==> src/rtl/tape_pkg.sv <==
package tape_pkg;
  typedef struct packed {
    logic doInc;
    logic doDec;
    logic doRead;
    logic doWrite;
    logic wrVal;
  } tape_strobe_t;

  localparam int NUM_CMDS = 5;
  localparam int CMD_INC = 0;
  localparam int CMD_DEC = 1;
  localparam int CMD_RD  = 2;
  localparam int CMD_SET = 3;
  localparam int CMD_CLR = 4;
endpackage

==> src/rtl/tape_dpath.sv <==
module tape_dpath #(
  parameter int DEPTH = 64,
  localparam int AW = (DEPTH > 1) ? $clog2(DEPTH) : 1
) (
  input  logic                   clk,
  input  logic                   rstN,
  input  tape_pkg::tape_strobe_t strb,
  output logic [AW-1:0]          headPos,
  output logic                   atFirst,
  output logic                   atLast,
  output logic                   nextFresh,
  output logic                   curBit
);
  localparam logic [AW-1:0] LAST_CELL = AW'(DEPTH - 1);

  logic [AW-1:0]    headQ, hwmQ;
  logic [DEPTH-1:0] tapeQ;
  logic [AW:0]      headPlusOne;

  assign headPlusOne = {1'b0, headQ} + 1'b1;
  assign atFirst   = (headQ == '0);
  assign atLast    = (headQ == LAST_CELL);
  assign nextFresh = headPlusOne > {1'b0, hwmQ};
  assign curBit    = tapeQ[headQ];
  assign headPos   = headQ;

  // head pointer and high-water mark
  always_ff @(posedge clk) begin
    if (!rstN) begin
      headQ <= '0;
      hwmQ  <= '0;
    end else if (strb.doInc && !atLast) begin
      headQ <= headPlusOne[AW-1:0];
      if (nextFresh) hwmQ <= headPlusOne[AW-1:0];
    end else if (strb.doDec && !atFirst) begin
      headQ <= headQ - 1'b1;
    end
  end

  // one storage cell per tape position
  for (genvar c = 0; c < DEPTH; c++) begin : g_cell
    logic hit;
    assign hit = (headQ == AW'(c));
    always_ff @(posedge clk) begin
      if (!rstN)                    tapeQ[c] <= 1'b0;
      else if (hit && strb.doRead)  tapeQ[c] <= 1'b0;
      else if (hit && strb.doWrite) tapeQ[c] <= strb.wrVal;
    end
  end

  p_inc_step_r2: assert property (@(posedge clk) disable iff (!rstN)
    (strb.doInc && !atLast) |=> (headQ == $past(headQ) + 1'b1));
  p_hwm_cover_r2: assert property (@(posedge clk) disable iff (!rstN)
    hwmQ >= headQ);
  p_dec_floor_r4: assert property (@(posedge clk) disable iff (!rstN)
    (strb.doDec && atFirst) |=> (headQ == '0));
  p_read_clear_r6: assert property (@(posedge clk) disable iff (!rstN)
    strb.doRead |=> (curBit == 1'b0));
endmodule

==> src/rtl/tape_ctrl.sv <==
module tape_ctrl (
  input  logic                   clk,
  input  logic                   rstN,
  input  logic                   cmdInc,
  input  logic                   cmdDec,
  input  logic                   cmdRead,
  input  logic                   cmdSet,
  input  logic                   cmdReset,
  input  logic                   atFirst,
  input  logic                   atLast,
  input  logic                   nextFresh,
  input  logic                   curBit,
  output tape_pkg::tape_strobe_t strb,
  output logic                   resValid,
  output logic                   resNz,
  output logic                   ovfFlag,
  output logic                   protoErr
);
  import tape_pkg::*;

  logic [NUM_CMDS-1:0] reqVec, winVec;
  logic pendQ, wrReq, resNext;

  assign reqVec[CMD_INC] = cmdInc;
  assign reqVec[CMD_DEC] = cmdDec;
  assign reqVec[CMD_RD]  = cmdRead;
  assign reqVec[CMD_SET] = cmdSet;
  assign reqVec[CMD_CLR] = cmdReset;

  // fixed priority: lowest index wins
  for (genvar k = 0; k < NUM_CMDS; k++) begin : g_pick
    if (k == 0) begin : g_first
      assign winVec[k] = reqVec[k];
    end else begin : g_rest
      assign winVec[k] = reqVec[k] && !(|reqVec[k-1:0]);
    end
  end

  assign wrReq        = winVec[CMD_SET] || winVec[CMD_CLR];
  assign strb.doInc   = winVec[CMD_INC];
  assign strb.doDec   = winVec[CMD_DEC];
  assign strb.doRead  = winVec[CMD_RD];
  assign strb.doWrite = wrReq && pendQ;
  assign strb.wrVal   = winVec[CMD_SET];

  always_comb begin
    resNext = 1'b0;
    if (winVec[CMD_INC])      resNext = !atLast && nextFresh;
    else if (winVec[CMD_DEC]) resNext = !atFirst;
    else if (winVec[CMD_RD])  resNext = curBit;
  end

  always_ff @(posedge clk) begin
    if (!rstN) begin
      pendQ    <= 1'b0;
      resValid <= 1'b0;
      resNz    <= 1'b0;
      ovfFlag  <= 1'b0;
      protoErr <= 1'b0;
    end else begin
      resValid <= winVec[CMD_INC] || winVec[CMD_DEC] || winVec[CMD_RD];
      resNz    <= resNext;
      if (winVec[CMD_RD])                          pendQ <= 1'b1;
      else if (wrReq || winVec[CMD_INC] || winVec[CMD_DEC]) pendQ <= 1'b0;
      if (winVec[CMD_INC] && atLast) ovfFlag  <= 1'b1;
      if (wrReq && !pendQ)           protoErr <= 1'b1;
    end
  end

  p_valid_due_r9: assert property (@(posedge clk) disable iff (!rstN)
    (cmdInc || cmdDec || cmdRead) |=> resValid);
  p_write_silent_r7: assert property (@(posedge clk) disable iff (!rstN)
    !(cmdInc || cmdDec || cmdRead) |=> !resValid);
  p_sat_flag_r3: assert property (@(posedge clk) disable iff (!rstN)
    (strb.doInc && atLast) |=> (ovfFlag && !resNz));
  p_err_sticky_r8: assert property (@(posedge clk) disable iff (!rstN)
    protoErr |=> protoErr);
  p_win_onehot_r10: assert property (@(posedge clk) disable iff (!rstN)
    $onehot0({strb.doInc, strb.doDec, strb.doRead, wrReq}));
endmodule

==> src/rtl/tape_head_reg.sv <==
module tape_head_reg #(
  parameter int DEPTH = 64,
  localparam int AW = (DEPTH > 1) ? $clog2(DEPTH) : 1
) (
  input  logic          clk,
  input  logic          rstN,
  input  logic          cmdInc,
  input  logic          cmdDec,
  input  logic          cmdRead,
  input  logic          cmdSet,
  input  logic          cmdReset,
  output logic          resValid,
  output logic          resNz,
  output logic [AW-1:0] headPos,
  output logic          ovfFlag,
  output logic          protoErr
);
  tape_pkg::tape_strobe_t strb;
  logic atFirst, atLast, nextFresh, curBit;

  tape_ctrl ctrl_i (
    .clk(clk), .rstN(rstN),
    .cmdInc(cmdInc), .cmdDec(cmdDec), .cmdRead(cmdRead),
    .cmdSet(cmdSet), .cmdReset(cmdReset),
    .atFirst(atFirst), .atLast(atLast), .nextFresh(nextFresh), .curBit(curBit),
    .strb(strb), .resValid(resValid), .resNz(resNz),
    .ovfFlag(ovfFlag), .protoErr(protoErr)
  );

  tape_dpath #(.DEPTH(DEPTH)) dpath_i (
    .clk(clk), .rstN(rstN), .strb(strb),
    .headPos(headPos), .atFirst(atFirst), .atLast(atLast),
    .nextFresh(nextFresh), .curBit(curBit)
  );
endmodule

==> config.mk <==
export PLATFORM = sky130hd
export DESIGN_NAME = tape_head_reg
export DESIGN_NICKNAME = d
export VERILOG_FILES = /design/src/rtl/tape_pkg.sv /design/src/rtl/tape_dpath.sv /design/src/rtl/tape_ctrl.sv /design/src/rtl/tape_head_reg.sv
export SDC_FILE = /design/constraint.sdc
export NUM_CORES = 1
export LEC_CHECK = 0
export BUFFER_PORTS_ARGS = -buffer_cell sky130_fd_sc_hd__buf_2
export CAP_MARGIN = 20
export CORE_ASPECT_RATIO = 0.7
export CORE_MARGIN = 8
export CORE_UTILIZATION = 30
export CTS_CLUSTER_SIZE = 25
export DETAILED_ROUTE_END_ITERATION = 8
export SLEW_MARGIN = 20
export SYNTH_ARGS = -nofsm -noshare
export SYNTH_HDL_FRONTEND = slang
export SYNTH_SLANG_ARGS = --single-unit
==> constraint.sdc <==
create_clock -name clk -period 5.7 [get_ports clk]
set_input_delay 0.57 -clock clk [delete_from_list [all_inputs] [get_ports clk]]
set_output_delay 0.57 -clock clk [all_outputs]
set_load 0.05 [all_outputs]
Word level (Yosys, flattened, before mapping)
Index checks and enable logic that the tools add are counted.
Storage, ports and cells
  register bits after elaboration: 81
  bits in latches: 0
  RAM bits: 0
  bits in read-only memories: 0
  bits of input ports: 7
  output and inout port bits: 10
  word-level logic and storage cells: 369
  memories kept: 0
Operators by class
  $add $sub $neg: 2
  multipliers: 0
  divide/modulo/power cells: 0
  order comparisons: 2
  equality and inequality tests: 63
  shift-type cells: 0
  mux-type cells: 9
  bitwise gates (word level): 1
  reductions and logical operators: 221
Operators by type and width (count)
  == test 6 bit (second input constant): 32
  logical AND 1 bit: 138
  OR reduction 2 bit: 65
  == test 6 x 5 -> 1 bit (second input constant): 16
  == test 6 x 4 -> 1 bit (second input constant): 8
  == test 6 x 3 -> 1 bit (second input constant): 4
  == test 6 x 2 -> 1 bit (second input constant): 2
  2-to-1 mux 6 bit: 2
  adder 6 x 1 -> 7 bit (second input constant): 1
  greater-than comparator 7 x 6 -> 1 bit: 1
  zero test 1 bit: 7
  < comparator 6 x 7 -> 1 bit (second input constant): 1
  binary-select mux 1 bit (select 6 bit): 1
  == test 6 x 1 -> 1 bit (second input constant): 1
  zero test 6 bit: 1
  2-to-1 mux 1 bit: 6
  subtractor 6 x 1 -> 6 bit (second input constant): 1
  logical OR 1 bit: 5
  nonzero test 2 bit: 2
  OR reduction 4 bit: 1
  OR reduction 3 bit: 1
  AND reduction 2 bit: 1
  NOT 1 bit: 1

Longest topological paths before layout
  depth after elaboration: 8
  depth in mapped cells: 10
  mapped depth without buffers: 9

By module
A second synthesis with hierarchy kept.
Second synthesis, totals
  cells, all modules: 489
  area, all modules: 4136.5 µm²
By module, submodules not included
  tape_dpath: instances 1, cells an instance 465, area each 3901.2 µm², sequential area each 1521.5 µm²
  tape_ctrl: instances 1, cells an instance 24, area each 235.2 µm², sequential area each 100.1 µm²

Worst setup path before layout
No wires, ideal clock.
  kind: reg2reg
  from: register dpath_i.headQ[0] (netlist: dpath_i.headPos[0])
  to: register dpath_i.hwmQ[0]
  library setup time: 0.128 ns
  arrival: 2.766 ns
  data required time: 5.572 ns
  setup slack: 2.806 ns
  cell stages (with the launch flop): 11
  path buffers: 2
  period minus slack after synthesis: 2.894 ns
  cell sequence: dfxtp_1 buf_4 buf_2 inv_1 ha_1 ha_1 nor2b_1 o31ai_1 a211oi_4 mux2i_1 nor2_1
On the way
  elaborated cells between the ends (all ways): 6
  those cells by class: add/sub (1); order compare (1); eq/ne (1); reduce/logical (3)
RTL lines
  start: declaration: RTL line tape_dpath.sv:16  | logic [AW-1:0] headQ, hwmQ;
  start signal: assignment: RTL line tape_dpath.sv:33  | headQ <= headPlusOne[AW-1:0];
  start signal: assignment: RTL line tape_dpath.sv:36  | headQ <= headQ - 1'b1;
  adder 6 x 1 -> 7 bit (*): RTL line tape_dpath.sv:20  | assign headPlusOne = {1'b0, headQ} + 1'b1;
  via dpath_i.headPlusOne[0]: RTL line tape_dpath.sv:18  | logic [AW:0] headPlusOne;
  greater-than comparator 7 x 6 -> 1 bit: RTL line tape_dpath.sv:23  | assign nextFresh = headPlusOne > {1'b0, hwmQ};
  AND reduction 2 bit (no line)
  end signal: assignment: RTL line tape_dpath.sv:34  | if (nextFresh) hwmQ <= headPlusOne[AW-1:0];
  end: declaration: RTL line tape_dpath.sv:16
The timed path passes the listed nets; every way through them passes the cells marked *.
A chain may end at the register's enable or synchronous reset.

Final worst setup path
  from: register dpath_i.headQ[1] (netlist: dpath_i.headPos[1])
  to: register dpath_i.hwmQ[2]
On the way
  elaborated cells between the ends (all ways): 6
  those cells by class: add/sub (1); order compare (1); eq/ne (1); reduce/logical (3)
RTL lines (RTL line)
  adder 6 x 1 -> 7 bit: tape_dpath.sv:20
  via dpath_i.headPlusOne[4]: tape_dpath.sv:18
  greater-than comparator 7 x 6 -> 1 bit: tape_dpath.sv:23
  AND reduction 2 bit (no line)
The timed path passes the listed nets, and every way through them passes these cells.

==> reports/metrics.yaml <==
detailed_routing:
  dr_total_vias: 3484
  wl_um: 11500
  drt-wirelength-per-cell_um: 18.3
  postRouteAntennaNets: 0
  drt_pre_antenna_iters: 6
  detailedRoute.firstIterationViolations: 311
  avgViaCountPerCell: 5.57
  drt_drc_violations_left: 0
clock_tree:
  cts_made_buffers: 9
  clk_root_buffer_cell: "sky130_fd_sc_hd__clkbuf_16"
  clkTransAtPathRegs_ns: 0.06
  postCtsResizedCells: 0
  cts_tree: "done"
  cts_hold_buf: 0
  cts.path.max_buffers: 2
  clk-insertion-delay-late_ns: 0.34
  postCtsSetupRepairBufs: 0
  cts.htree.levels: 3
  clock-sinks: 81
critical_path:
  critPathTopFamily: "flip-flops"
  critPathSlowestCell: "sky130_fd_sc_hd__dfxtp_2"
  worstPathArrival_ns: 3.50
  crit_path_cell_trace: "ha_1 > nand3_2 > xnor2_1 > ha_1 > o21a_1 > o22ai_1 > a211oi_4 > mux2i_1 > nor2_1"
  reg2reg_setup_slack_ns: 2.41
  path_max_fanout: 43
  crit_path_max_incr_delay_ns: 1.00
  critical-path-top-cell-by-count: "sky130_fd_sc_hd__ha_1"
  end_kind: "flop"
  critical_path_depth: 9
  r2r-start: "dpath_i.headPos[1]"
  class_of_the_most_critical_setup_path: "flop to flop"
  required_ns: 5.92
  depth_of_the_worst_register_to_register_path: 9
  critical_path_buf_inv_count: 0
  worst_setup_path_start_kind: "flop"
  critical_path.reg2reg.endpoint: "dpath_i.hwmQ[2]"
layout:
  num-nets-final: 449
  post_route_cells_drive_above_1_share_pct: 27.8
  area_growth_pct: 9.86
  commonest_cells_after_routing_fill_and_taps_aside: "81 x sky130_fd_sc_hd__nor2_1, 80 x sky130_fd_sc_hd__dfxtp_1, 58 x sky130_fd_sc_hd__o221a_2"
  nFillCells: 1437
  diodes: 0
  layout_commonest_cell: "sky130_fd_sc_hd__nor2_1"
grt:
  antenna_found_initial: 0
  grt_start_max_net_pins: 65
  grt_pass1_wl_um: 18800
  gr-usage-all-layers_pct: 13.4
  first_global_vias: 3378
  gr-total-overflow: 0
floorplanning:
  floorplan.die.height_um: 115
  start_util_pct: 30.5
  die_w_um: 158
  fp-row-count: 36
  pin_count: 17
  fp.dieArea_um2: 18200
  floorplan.core_area_um2: 13800
logic_synthesis:
  dominantRegCellSynth: "sky130_fd_sc_hd__dfxtp_1"
  yosysWarnings: 0
  avgSynthCellArea_um2: 9.68
  synth-seq-cells: 81
  seq_area_frac_synth_pct: 38.5
  synth_enable_flop_cells: 0
  synthDistinctLibCells: 54
  netlist_area_um2: 4210
  postSynth.asyncResetShare_pct: 0
  syn-instance-count: 435
  mappedNetlistNets: 453
worst_hold_path:
  cell_depth_of_the_worst_hold_path: 2
  hold_path.class: "flop to flop"
  hold_path_startpoint: "ctrl_i.protoErr"
  hold_end: "ctrl_i.protoErr"
sta:
  slew-limit-headroom_pct: 31.7
  final.setup.worst_slack_ns: 2.41
  final_hold_viol_count: 0
  final_period_demand_of_the_worst_path_ns: 3.29
  worst_slew_pin_slew_ns: 1.02
  clock.fmax_mhz: 304
  setup_viol_count_final: 0
  post-route-period-util_pct: 57.7
  finalClockSkew_ns: 0.00757
  tns_ns: 0
  final.hold.worst_slack_ns: 0.486
  slew_viol_final: 0
  grt_setup_unrepaired: "no"
power:
  p_leak_nw: 1.60
  fin_total_pwr_mw: 1.43
  pwr_density_cell_nw_per_um2: 309
  vdd_drop_max_uv: 157
job:
  cap_viol_max_count: 0
placement:
  port_buffers: 16
  pre_cts_ws_ns: 2.44
  detailedPlacementHpwl_um: 7560
  place.gp.congestion: 0.825
status:
  run_status: "complete, no violations"
==> flip-flops by register name, indices dropped and copies added, names as in the netlist <==
signal           flops
ctrl_i.ovfFlag       1
ctrl_i.pendQ         1
ctrl_i.protoErr      1
ctrl_i.resNz         1
ctrl_i.resValid      1
dpath_i.headPos      6
dpath_i.hwmQ         6
dpath_i.tapeQ       64
==> worst min-delay path, cell delays in order, from the launching register on <==
cell	delay, ns
sky130_fd_sc_hd__dfxtp_1	0.34
sky130_fd_sc_hd__nor2_1	0.05
sky130_fd_sc_hd__nor2_1	0.07
==> power breakdown <==
part           switching (mW)  internal [mW]
Combinational           0.162         0.0939
Clock                   0.229          0.317
Sequential             0.0494          0.580
Total                   0.440          0.991
==> through the flow <==
stage	instances	utilization [%]	instance area, µm²
after floorplan	435	-	4210
after global placement	610	31.5	4350
after detailed placement	610	31.5	4350
after CTS	626	33.5	4630
after global routing	626	33.5	4630
final	626	33.5	4630
==> synthesized netlist by cell type, drive strengths merged, types with 6 or more instances <==
| library cell | n | area [µm²] |
|---|---|---|
| nor2 | 83 | 317 |
| nand2 | 27 | 109 |
| nor3 | 7 | 62.6 |
| o221a | 60 | 676 |
| mux2i | 16 | 160 |
| dfxtp | 81 | 1620 |
| nor2b | 12 | 75.1 |
| buf | 22 | 148 |
| ha | 11 | 138 |
| mux2 | 11 | 124 |
| o22ai | 6 | 37.5 |
| inv | 10 | 37.5 |
| clkbuf | 9 | 33.8 |
| nand3 | 11 | 77.6 |
==> cell type report <==
type | instances | area, µm² | share of cell area [%]
Inverter | 11 | 41.3 | 0.892
Tap cell | 190 | 238 | 5.14
Clock buffer | 13 | 260 | 5.62
Timing Repair Buffer | 16 | 82.6 | 1.78
Sequential cell | 81 | 1620 | 35.1
Multi-Input combinational cell | 312 | 2370 | 51.2
Clock inverter | 3 | 15.0 | 0.324
==> logic make-up after synthesis <==
group                    after synthesis  share of synthesized area, %
buffers and inverters                 42                          5.29
AND/OR/NAND/NOR                      154                          17.6
multiplexers                          31                          8.88
AO/OA/AOI/OAI                        109                          25.0
flip-flops                            81                          38.5
XOR/XNOR                               7                          1.46
adder cells (fa/ha/maj)               11                          3.27
==> metal layers <==
| metal | routed length (µm) | vias to the layer above | global-route usage, % |
|---|---|---|---|
| li1 | - | 1632 | - |
| met1 | 5850 | 1748 | 19.1 |
| met2 | 4750 | 92 | 19.1 |
| met3 | 724 | 12 | 3.68 |
| met4 | 141 | 0 | 3.86 |
| met5 | 0 | - | 0 |
==> how the worst max path moves through the flow <==
stage / startpoint / end / slack [ns]
floorplan: dpath_i.headPos[0] / dpath_i.hwmQ[0] / 2.81
global placement: dpath_i.headPos[1] / dpath_i.hwmQ[4] / 2.55
detailed placement: dpath_i.headPos[1] / dpath_i.hwmQ[3] / 2.44
CTS: dpath_i.headPos[1] / dpath_i.hwmQ[3] / 2.42
global route: dpath_i.headPos[1] / dpath_i.hwmQ[3] / 2.19
finish: dpath_i.headPos[1] / dpath_i.hwmQ[2] / 2.41
Power figures use the tool's default switching activity.
